--- config.mk ---
export PLATFORM = sky130hd
export DESIGN_NAME = irq_msg_service
export DESIGN_NICKNAME = d
export VERILOG_FILES = /design/src/rtl/irq_svc_pkg.sv /design/src/rtl/irq_pin_capture.sv /design/src/rtl/irq_msg_format.sv /design/src/rtl/irq_scan_fsm.sv /design/src/rtl/irq_msg_service.sv
export SDC_FILE = /design/constraint.sdc
export NUM_CORES = 1
export LEC_CHECK = 0
export CAP_MARGIN = 20
export CELL_PAD_IN_SITES_DETAIL_PLACEMENT = 0
export CELL_PAD_IN_SITES_GLOBAL_PLACEMENT = 1
export CORE_AREA = 8 8 643 645
export DETAILED_ROUTE_END_ITERATION = 7
export DIE_AREA = 0 0 651 653
export PLACE_DENSITY = 0.3
export SLEW_MARGIN = 20
export SYNTH_ARGS = -nofsm -noshare
export SYNTH_HDL_FRONTEND = slang
export SYNTH_HIERARCHICAL = 1
export SYNTH_SLANG_ARGS = --single-unit
--- constraint.sdc ---
create_clock -name clk -period 3.6 [get_ports clk]
set_clock_uncertainty 0.05 [all_clocks]
set_input_delay 0.54 -clock clk [delete_from_list [all_inputs] [get_ports clk]]
set_output_delay 0.54 -clock clk [all_outputs]
set_load 0.05 [all_outputs]
--- src/rtl/irq_svc_pkg.sv ---
package irq_svc_pkg;

    localparam int RTE_W     = 64;
    localparam int VEC_LO    = 0;
    localparam int DLV_LO    = 8;
    localparam int DMODE_BIT = 11;
    localparam int RFLAG_BIT = 14;
    localparam int TRIG_BIT  = 15;
    localparam int MASK_BIT  = 16;
    localparam int DEST_LO   = 48;

    localparam logic [31:0] MSG_BASE = 32'hFEE0_0000;
    localparam int ADDR_DEST_SH  = 4;
    localparam int ADDR_DMODE_SH = 2;
    localparam int DATA_DLV_SH   = 8;
    localparam int DATA_TRIG_SH  = 15;

    typedef struct packed {
        logic [15:0] dest;
        logic        masked;
        logic        level;
        logic        rflag;
        logic        dmode;
        logic [2:0]  dlv;
        logic [7:0]  vec;
    } rte_fields_t;

    typedef enum logic [1:0] {
        SVC_IDLE = 2'd0,
        SVC_SCAN = 2'd1,
        SVC_SEND = 2'd2
    } svc_state_t;

    function automatic rte_fields_t rte_decode(input logic [RTE_W-1:0] e);
        rte_fields_t f;
        f.dest   = e[DEST_LO +: 16];
        f.masked = e[MASK_BIT];
        f.level  = e[TRIG_BIT];
        f.rflag  = e[RFLAG_BIT];
        f.dmode  = e[DMODE_BIT];
        f.dlv    = e[DLV_LO +: 3];
        f.vec    = e[VEC_LO +: 8];
        return f;
    endfunction

endpackage

--- src/rtl/irq_pin_capture.sv ---
module irq_pin_capture
    import irq_svc_pkg::*;
#(
    parameter int NUM_PINS = 24,
    parameter int NUM_IN   = 32
) (
    input  logic                clk,
    input  logic                rst_n,
    input  logic [NUM_IN-1:0]   irq_in,
    input  logic [NUM_PINS-1:0] pin_level,
    input  logic [NUM_PINS-1:0] pin_masked,
    input  logic [NUM_PINS-1:0] pin_rflag,
    input  logic [NUM_PINS-1:0] svc_clr,
    output logic [NUM_PINS-1:0] pending,
    output logic                start_evt
);

    logic [NUM_PINS-1:0] pin_now;
    logic [NUM_PINS-1:0] pin_q;
    logic [NUM_PINS-1:0] rise;
    logic [NUM_PINS-1:0] edge_take;
    logic [NUM_PINS-1:0] level_arm;

    // Wire-to-pin routing: wire 0 lands on pin 2, pin 0 has no wire.
    for (genvar p = 0; p < NUM_PINS; p++) begin : g_route
        if (p == 0) begin : g_p0
            assign pin_now[p] = 1'b0;
        end else if (p == 2) begin : g_p2
            if (NUM_IN > 2) begin : g_both
                assign pin_now[p] = irq_in[0] | irq_in[2];
            end else begin : g_only0
                assign pin_now[p] = irq_in[0];
            end
        end else if (p < NUM_IN) begin : g_direct
            assign pin_now[p] = irq_in[p];
        end else begin : g_none
            assign pin_now[p] = 1'b0;
        end
    end

    assign rise      = pin_now & ~pin_q;
    assign edge_take = rise & ~pin_level & ~pin_masked;
    assign level_arm = rise & pin_level & ~pin_rflag;
    assign start_evt = |(edge_take | level_arm);

    always_ff @(posedge clk) begin
        if (!rst_n) begin
            pin_q   <= '0;
            pending <= '0;
        end else begin
            pin_q <= pin_now;
            for (int p = 0; p < NUM_PINS; p++) begin
                if (pin_level[p]) begin
                    pending[p] <= pin_now[p];
                end else if (edge_take[p]) begin
                    pending[p] <= 1'b1;
                end else if (svc_clr[p]) begin
                    pending[p] <= 1'b0;
                end
            end
        end
    end

    // only a pending pin is ever cleared by the scanner, one at a time
    a_r6_clear_only_pending: assert property (@(posedge clk) disable iff (!rst_n)
        (svc_clr != '0) |-> ($onehot0(svc_clr) && ((svc_clr & ~pending) == '0)));

endmodule

--- src/rtl/irq_msg_format.sv ---
module irq_msg_format
    import irq_svc_pkg::*;
(
    input  rte_fields_t fld,
    output logic [31:0] addr,
    output logic [31:0] data
);

    always_comb begin
        addr = MSG_BASE
             | ({16'd0, fld.dest} << ADDR_DEST_SH)
             | ({31'd0, fld.dmode} << ADDR_DMODE_SH);
        data = {24'd0, fld.vec}
             | ({29'd0, fld.dlv} << DATA_DLV_SH)
             | ({31'd0, fld.level} << DATA_TRIG_SH);
    end

endmodule

--- src/rtl/irq_scan_fsm.sv ---
module irq_scan_fsm
    import irq_svc_pkg::*;
#(
    parameter int NUM_PINS = 24,
    localparam int IDX_W   = (NUM_PINS > 1) ? $clog2(NUM_PINS) : 1
) (
    input  logic                clk,
    input  logic                rst_n,
    input  logic                kick,
    input  logic                sel_pending,
    input  rte_fields_t         sel_fld,
    input  logic [31:0]         sel_addr,
    input  logic [31:0]         sel_data,
    input  logic                msg_ready,
    output logic [IDX_W-1:0]    scan_idx,
    output logic [NUM_PINS-1:0] svc_clr,
    output logic [NUM_PINS-1:0] rirr_set,
    output logic                msg_valid,
    output logic [31:0]         msg_addr,
    output logic [31:0]         msg_data
);

    localparam logic [IDX_W-1:0] LAST_IDX = IDX_W'(NUM_PINS - 1);

    svc_state_t       state_q, state_d;
    logic [IDX_W-1:0] idx_q, idx_d;
    logic             req_q, req_d;
    logic             load;
    logic             serve;
    logic             want_next;

    assign serve    = sel_pending & ~sel_fld.masked;
    assign scan_idx = idx_q;

    // Next-state process
    always_comb begin
        state_d   = state_q;
        idx_d     = idx_q;
        req_d     = req_q | kick;
        load      = 1'b0;
        want_next = 1'b0;
        unique case (state_q)
            SVC_IDLE: begin
                if (req_q || kick) begin
                    state_d = SVC_SCAN;
                    idx_d   = '0;
                    req_d   = 1'b0;
                end
            end
            SVC_SCAN: begin
                if (serve && (!sel_fld.level || !sel_fld.rflag)) begin
                    load    = 1'b1;
                    state_d = SVC_SEND;
                end else begin
                    want_next = 1'b1;
                end
            end
            SVC_SEND: begin
                if (msg_ready) begin
                    want_next = 1'b1;
                end
            end
            default: begin
                state_d = SVC_IDLE;
            end
        endcase
        if (want_next) begin
            if (idx_q == LAST_IDX) begin
                if (req_q || kick) begin
                    state_d = SVC_SCAN;
                    idx_d   = '0;
                    req_d   = 1'b0;
                end else begin
                    state_d = SVC_IDLE;
                end
            end else begin
                state_d = SVC_SCAN;
                idx_d   = idx_q + 1'b1;
            end
        end
    end

    // State register process
    always_ff @(posedge clk) begin
        if (!rst_n) begin
            state_q  <= SVC_IDLE;
            idx_q    <= '0;
            req_q    <= 1'b0;
            msg_addr <= '0;
            msg_data <= '0;
        end else begin
            state_q <= state_d;
            idx_q   <= idx_d;
            req_q   <= req_d;
            if (load) begin
                msg_addr <= sel_addr;
                msg_data <= sel_data;
            end
        end
    end

    // Output process
    always_comb begin
        svc_clr   = '0;
        rirr_set  = '0;
        msg_valid = (state_q == SVC_SEND);
        if (state_q == SVC_SCAN && serve) begin
            if (sel_fld.level) begin
                rirr_set[idx_q] = 1'b1;
            end else begin
                svc_clr[idx_q] = 1'b1;
            end
        end
    end

    // an offered message is held unchanged until accepted
    a_r11_hold_until_ready: assert property (@(posedge clk) disable iff (!rst_n)
        (msg_valid && !msg_ready) |=> (msg_valid && $stable(msg_addr) && $stable(msg_data)));

    // flag strobe goes to at most one pin per cycle
    a_r4_single_strobe: assert property (@(posedge clk) disable iff (!rst_n)
        $onehot0(rirr_set));

    // every offered address carries the fixed base and clear low bits
    a_r10_addr_base: assert property (@(posedge clk) disable iff (!rst_n)
        msg_valid |-> (msg_addr[31:20] == MSG_BASE[31:20] && msg_addr[1:0] == 2'b00));

endmodule

--- src/rtl/irq_msg_service.sv ---
module irq_msg_service
    import irq_svc_pkg::*;
#(
    parameter int NUM_PINS = 24,
    parameter int NUM_IN   = 32,
    localparam int IDX_W   = (NUM_PINS > 1) ? $clog2(NUM_PINS) : 1
) (
    input  logic                      clk,
    input  logic                      rst_n,
    input  logic [NUM_IN-1:0]         irq_in,
    input  logic [NUM_PINS*RTE_W-1:0] rte_flat,
    input  logic                      tbl_wr,
    input  logic                      rirr_clr,
    output logic [NUM_PINS-1:0]       rirr_set,
    output logic                      msg_valid,
    input  logic                      msg_ready,
    output logic [31:0]               msg_addr,
    output logic [31:0]               msg_data
);

    rte_fields_t         fld [NUM_PINS];
    logic [NUM_PINS-1:0] pin_level;
    logic [NUM_PINS-1:0] pin_masked;
    logic [NUM_PINS-1:0] pin_rflag;
    logic [NUM_PINS-1:0] pending;
    logic [NUM_PINS-1:0] svc_clr;
    logic                start_evt;
    logic                kick;
    logic [IDX_W-1:0]    scan_idx;
    rte_fields_t         sel_fld;
    logic                sel_pending;
    logic [31:0]         sel_addr;
    logic [31:0]         sel_data;

    for (genvar p = 0; p < NUM_PINS; p++) begin : g_decode
        assign fld[p]        = rte_decode(rte_flat[p*RTE_W +: RTE_W]);
        assign pin_level[p]  = fld[p].level;
        assign pin_masked[p] = fld[p].masked;
        assign pin_rflag[p]  = fld[p].rflag;
    end

    assign sel_fld     = fld[scan_idx];
    assign sel_pending = pending[scan_idx];
    assign kick        = start_evt | tbl_wr | rirr_clr;

    irq_pin_capture #(
        .NUM_PINS (NUM_PINS),
        .NUM_IN   (NUM_IN)
    ) u_capture (
        .clk        (clk),
        .rst_n      (rst_n),
        .irq_in     (irq_in),
        .pin_level  (pin_level),
        .pin_masked (pin_masked),
        .pin_rflag  (pin_rflag),
        .svc_clr    (svc_clr),
        .pending    (pending),
        .start_evt  (start_evt)
    );

    irq_msg_format u_format (
        .fld  (sel_fld),
        .addr (sel_addr),
        .data (sel_data)
    );

    irq_scan_fsm #(
        .NUM_PINS (NUM_PINS)
    ) u_fsm (
        .clk         (clk),
        .rst_n       (rst_n),
        .kick        (kick),
        .sel_pending (sel_pending),
        .sel_fld     (sel_fld),
        .sel_addr    (sel_addr),
        .sel_data    (sel_data),
        .msg_ready   (msg_ready),
        .scan_idx    (scan_idx),
        .svc_clr     (svc_clr),
        .rirr_set    (rirr_set),
        .msg_valid   (msg_valid),
        .msg_addr    (msg_addr),
        .msg_data    (msg_data)
    );

    // the remote flag is only ever requested for level pins
    a_r3_strobe_level_only: assert property (@(posedge clk) disable iff (!rst_n)
        (rirr_set & ~pin_level) == '0);

    // masked pins are neither cleared nor flagged by the scanner
    a_r8_masked_untouched: assert property (@(posedge clk) disable iff (!rst_n)
        ((rirr_set | svc_clr) & pin_masked) == '0);

endmodule

# Word-level counts from Yosys, hierarchy flattened
# Index checks and enable logic that the tools add are counted.
[totals] elab_cells=200 reg_bits=120 out_inout_bits=89
[classes] n_addsub=1 eq_ne=6 n_lt_le_gt_ge=3 bitwise_logic=21 mux=103 reduce_logical=35
[op_table] cell="binary-select mux 31 bit (select 5 bit)" count=1
[op_table] cell="bitwise AND 24 bit" count=5
[op_table] cell="2-to-1 mux 24 bit" count=4
[op_table] cell="NOT 24 bit" count=4
[op_table] cell="2-to-1 mux 1 bit" count=84
[op_table] cell="nonzero test 3 bit" count=23
[op_table] cell="2-to-1 mux 31 bit" count=2
[op_table] cell="bitwise OR 32 x 3 -> 32 bit" count=1
[op_table] cell="2-to-1 mux 5 bit" count=5
[op_table] cell="bitwise OR 24 bit" count=1
[op_table] cell="OR reduction 24 bit" count=1
[op_table] cell="bitwise OR 11 x 16 -> 16 bit" count=1
[op_table] cell="bitwise OR 8 x 11 -> 11 bit" count=1
[op_table] cell="greater-or-equal comparator 6 bit (second input constant)" count=1
[op_table] cell="< comparator 5 x 6 -> 1 bit (second input constant)" count=1
[op_table] cell="2-to-1 mux 2 bit" count=3
[op_table] cell="inequality test 3 x 1 -> 1 bit (second input constant)" count=2
[op_table] cell="NOT 5 -> 6 bit" count=1
[op_table] cell="case mux 2 bit (3 select lines)" count=1
[op_table] cell="adder 5 x 1 -> 5 bit (second input constant)" count=1
[op_table] cell="binary-select mux 1 bit (select 5 bit)" count=1
[op_table] cell="demux 1 bit (select 5 bit)" count=1
[op_table] cell="equality test 5 bit (second input constant)" count=1
[op_table] cell="greater-or-equal comparator 5 x 1 -> 1 bit (second input constant)" count=1
[op_table] cell="14 further kinds" count=22

# Longest topological paths before layout
[logic_depth] word_depth=14 mapped_depth=17 depth_no_buf=13

# By module
# The synthesis kept the hierarchy.
[modules_own_cells] module="irq_msg_service" area_each_um2=6545.0 n_inst=1 seq_area_each_um2=0.0 cells_per_inst=724
[modules_own_cells] module="irq_scan_fsm" area_each_um2=2984.1 n_inst=1 seq_area_each_um2=1441.4 cells_per_inst=408
[modules_own_cells] module="irq_pin_capture" area_each_um2=2189.6 n_inst=1 seq_area_each_um2=920.9 cells_per_inst=254
[modules_own_cells] module="irq_msg_format" area_each_um2=488.0 n_inst=1 seq_area_each_um2=0.0 cells_per_inst=66

# Least setup slack after synthesis
# Ideal clock, no wire load.
[synth_path] path_type="register to output" from="register with a tool-made name" to="output port rirr_set[11]" required_ns=3.010 arrival_time_ns=3.255 n_path_buf=3 stages_incl_launch_ff=10 setup_slack_ns=-0.245 cell_sequence="dfxtp_1 buf_6 buf_12 buf_6 mux4_2 o211ai_1 nand3_1 nor2b_1 and3_1 nor3b_1"
[synth_lines] element="end, declared" line_no="irq_msg_service.sv:14" rtl="output logic [NUM_PINS-1:0] rirr_set,"

==> results_dict.tcl <==
set metrics [dict create \
    status "finished, violations left" \
    violations "setup timing" \
    worstMarginPinSlew_ns 0.942 \
    internal_power_mw 4.93 \
    final_util 0.0751 \
    r2r_end "u_fsm/msg_addr[8]$_SDFFE_PN0P_" \
    clk_latency_ns 0.56 \
    cts-root-buf "clkbuf_16" \
    timing.final.crit_period_ns 3.64 \
    cp_max_fo 6 \
    p_sw_mw 3.10 \
    syn_avg_cell_area_um2 8.41 \
    p_leak_nw 8.54 \
    grt_pass1_wl_mm 223 \
    grt_pass1_vias 17000 \
    tritoncts "built" \
    start_util 0.0302 \
    wirelength_mm 186 \
    crit_chain "buf_4 -> buf_6 -> mux4_2 -> nand2b_4 -> nand3_1 -> nand3_2 -> and3_4 -> nand2_2 -> buf_12 -> nor2_1 -> buf_4 -> buf_12" \
    hold_depth 2 \
    clk_pin_slew_ns 0.05 \
    htreeDepth 4 \
    min_to "u_fsm/msg_addr[1]$_SDFFE_PN0P_" \
    yosys_warnings 6 \
    min-delay-start "u_fsm/msg_addr[1]$_SDFFE_PN0P_" \
    grt_overflow 0 \
    cts.path.max_buffers 3 \
    cap_viol_max_count 0 \
    dp_slack_ns -0.929 \
    worst_ep_arrival_time_ns 3.05 \
    setup_slack_ns -0.0370 \
    dp.cells 7730 \
    pwr-share-seq 0.184 \
    ant_nets 0 \
    min_path_type "flop to flop" \
    area_growth_syn_to_layout_pct 148 \
    swShare 0.386 \
    path_class "flop to primary output" \
    setup_viol 13 \
    r2r_setup_slack_ns -0.02 \
    first_iter_violations 882 \
    dieArea_mm2 0.425 \
    fp.dieW_um 651 \
    worstSetupEndpointType "primary output" \
    hold_viol 0 \
    vias 16100 \
    fin_crit_sh 1.01 \
    netlist_area_mm2 0.0122 \
    synthCells 1451 \
    r2r_cells 11 \
    nNetsFinal 4037 \
    cts_sinks 118 \
    worst_setup_path_start_kind "flop" \
    io_buffers 861 \
    drtPass1Iterations 6 \
    grt_max_degree 86 \
    hpwlAfterDp_mm 168 \
    cpMaxStageDelayCell "mux4_2" \
    power_density_mw_per_mm2 265 \
    rows 234 \
    drc 0 \
    rsz0062_at_grt "yes" \
    p_clk_frac 0.279 \
    ir_drop_uv 268 \
    p_comb_frac 0.537 \
    core_mm2 0.404 \
    track_usage 0.0839 \
    antenna_found_initial 178 \
    fillers 47200 \
    avgRoutedWirePerCell_um 23.8 \
    worstPathRequired_ns 3.01 \
    drive_gt1_frac 0.188 \
    slew_violations 0 \
    critPathMaxStageDelay_ns 0.55 \
    viasPerCell 2.07 \
    slew_headroom 0.370 \
    chipHeight_um 653 \
    io_pins 1662 \
    cts_made_buffers 25 \
    fin_cells 7798 \
    gp_congestion 0.747 \
    fmax_mhz 275 \
]
==> cell usage in the layout, fill, tap and decap left out, drive strengths merged, types with 5 or more instances in the layout <==
| cell | count |
|---|---|
| a21oi | 96 |
| nor4b | 17 |
| a21boi | 23 |
| dfxtp | 118 |
| nand2 | 192 |
| nor4 | 10 |
| nor2 | 103 |
| a22oi | 97 |
| mux4 | 64 |
| nand4 | 5 |
| a221oi | 12 |
| clkdlybuf4s50 | 829 |
| ha | 7 |
| o211ai | 33 |
| nand3 | 88 |
| buf | 296 |
| inv | 10 |
| mux2i | 259 |
| nand2b | 28 |
| nor2b | 5 |
| nor4bb | 17 |
| o21ai | 26 |
| clkbuf | 30 |
| conb | 36 |
| diode | 26 |
| and2 | 25 |
==> worst max-delay path by stage <==
stage                             start            to  slack, ns  cells after the start
final                              flop  rirr_set[16]      -0.04                     12
after floorplan                    flop  rirr_set[13]       0.13                     10
after CTS                          flop  rirr_set[19]      -0.13                     11
after detailed placement  rte_flat[208]          flop      -0.93                     12
after global placement    rte_flat[208]          flop      -0.95                     12
after global routing               flop  rirr_set[16]      -0.18                     11
==> power by group through the flow <==
| stage | Combinational (mW) | Sequential (mW) | Clock [mW] |
|---|---|---|---|
| floorplan | 1.93 | 1.66 | 0 |
| global placement | 4.39 | 1.50 | 0 |
| detailed placement | 4.39 | 1.50 | 0 |
| CTS | 4.50 | 1.48 | 2.44 |
| global route | 4.67 | 1.49 | 2.45 |
| finish | 4.31 | 1.47 | 2.24 |
==> timing repair <==
| item | 4_1_cts | 5_1_grt |
|---|---|---|
| resized for setup | 53 | 22 |
| pin swaps | 9 | 7 |
| buffers inserted | 9 | 4 |
| hold buffers | 0 | 0 |
| gates cloned | 1 | 0 |
| endpoints found under the setup margin | 30 | 29 |
==> metrics by stage <==
stage / setup TNS, ns / total power [mW] / instance area (um2) / hold slack, ns
after global routing: -3.22 / 8.60 / 30200 / 0.419
after CTS: -2.35 / 8.42 / 30100 / 0.404
after detailed placement: -22.26 / 5.90 / 29100 / 0.396
final: -0.228 / 8.02 / 30300 / 0.401
after global placement: -24.61 / 5.89 / 29100 / 0.400
after floorplan: 0 / 3.59 / 12300 / 0.388
==> area by class of cell <==
| type | count | area, um2 | area share |
|---|---|---|---|
| Clock inverter | 2 | 12.5 | 0.000413 |
| Tap cell | 5310 | 6640 | 0.219 |
| Inverter | 10 | 40.0 | 0.00132 |
| Sequential cell | 118 | 2370 | 0.0783 |
| Timing Repair Buffer | 1127 | 11400 | 0.377 |
| Clock buffer | 30 | 684 | 0.0226 |
| Multi-Input combinational cell | 1175 | 9080 | 0.299 |
| Antenna cell | 26 | 65.1 | 0.00215 |
==> layer usage <==
layer  global-route usage  routed length [um]
met5                    0                 609
met4              0.00718                2270
met3               0.0365               18300
met2                0.156               95300
met1               0.0904               69300
==> worst max-delay path, delay by kind of cell (launching register included) <==
kind / cells / cell delay [ns]
buf+inv: 5 / 0.72
simple gates: 6 / 0.77
flops: 1 / 0.44
mux: 1 / 0.55
==> sequential cells by signal, indices dropped and copies added, names as in the netlist, named ones only <==
signal and flops:
u_fsm/state_q 2, u_capture/pin_q 23, u_capture/pending 23, u_fsm/msg_addr 32, u_fsm/req_q 1, u_fsm/msg_data 32
Note: power is estimated with default switching activity, not from simulation.
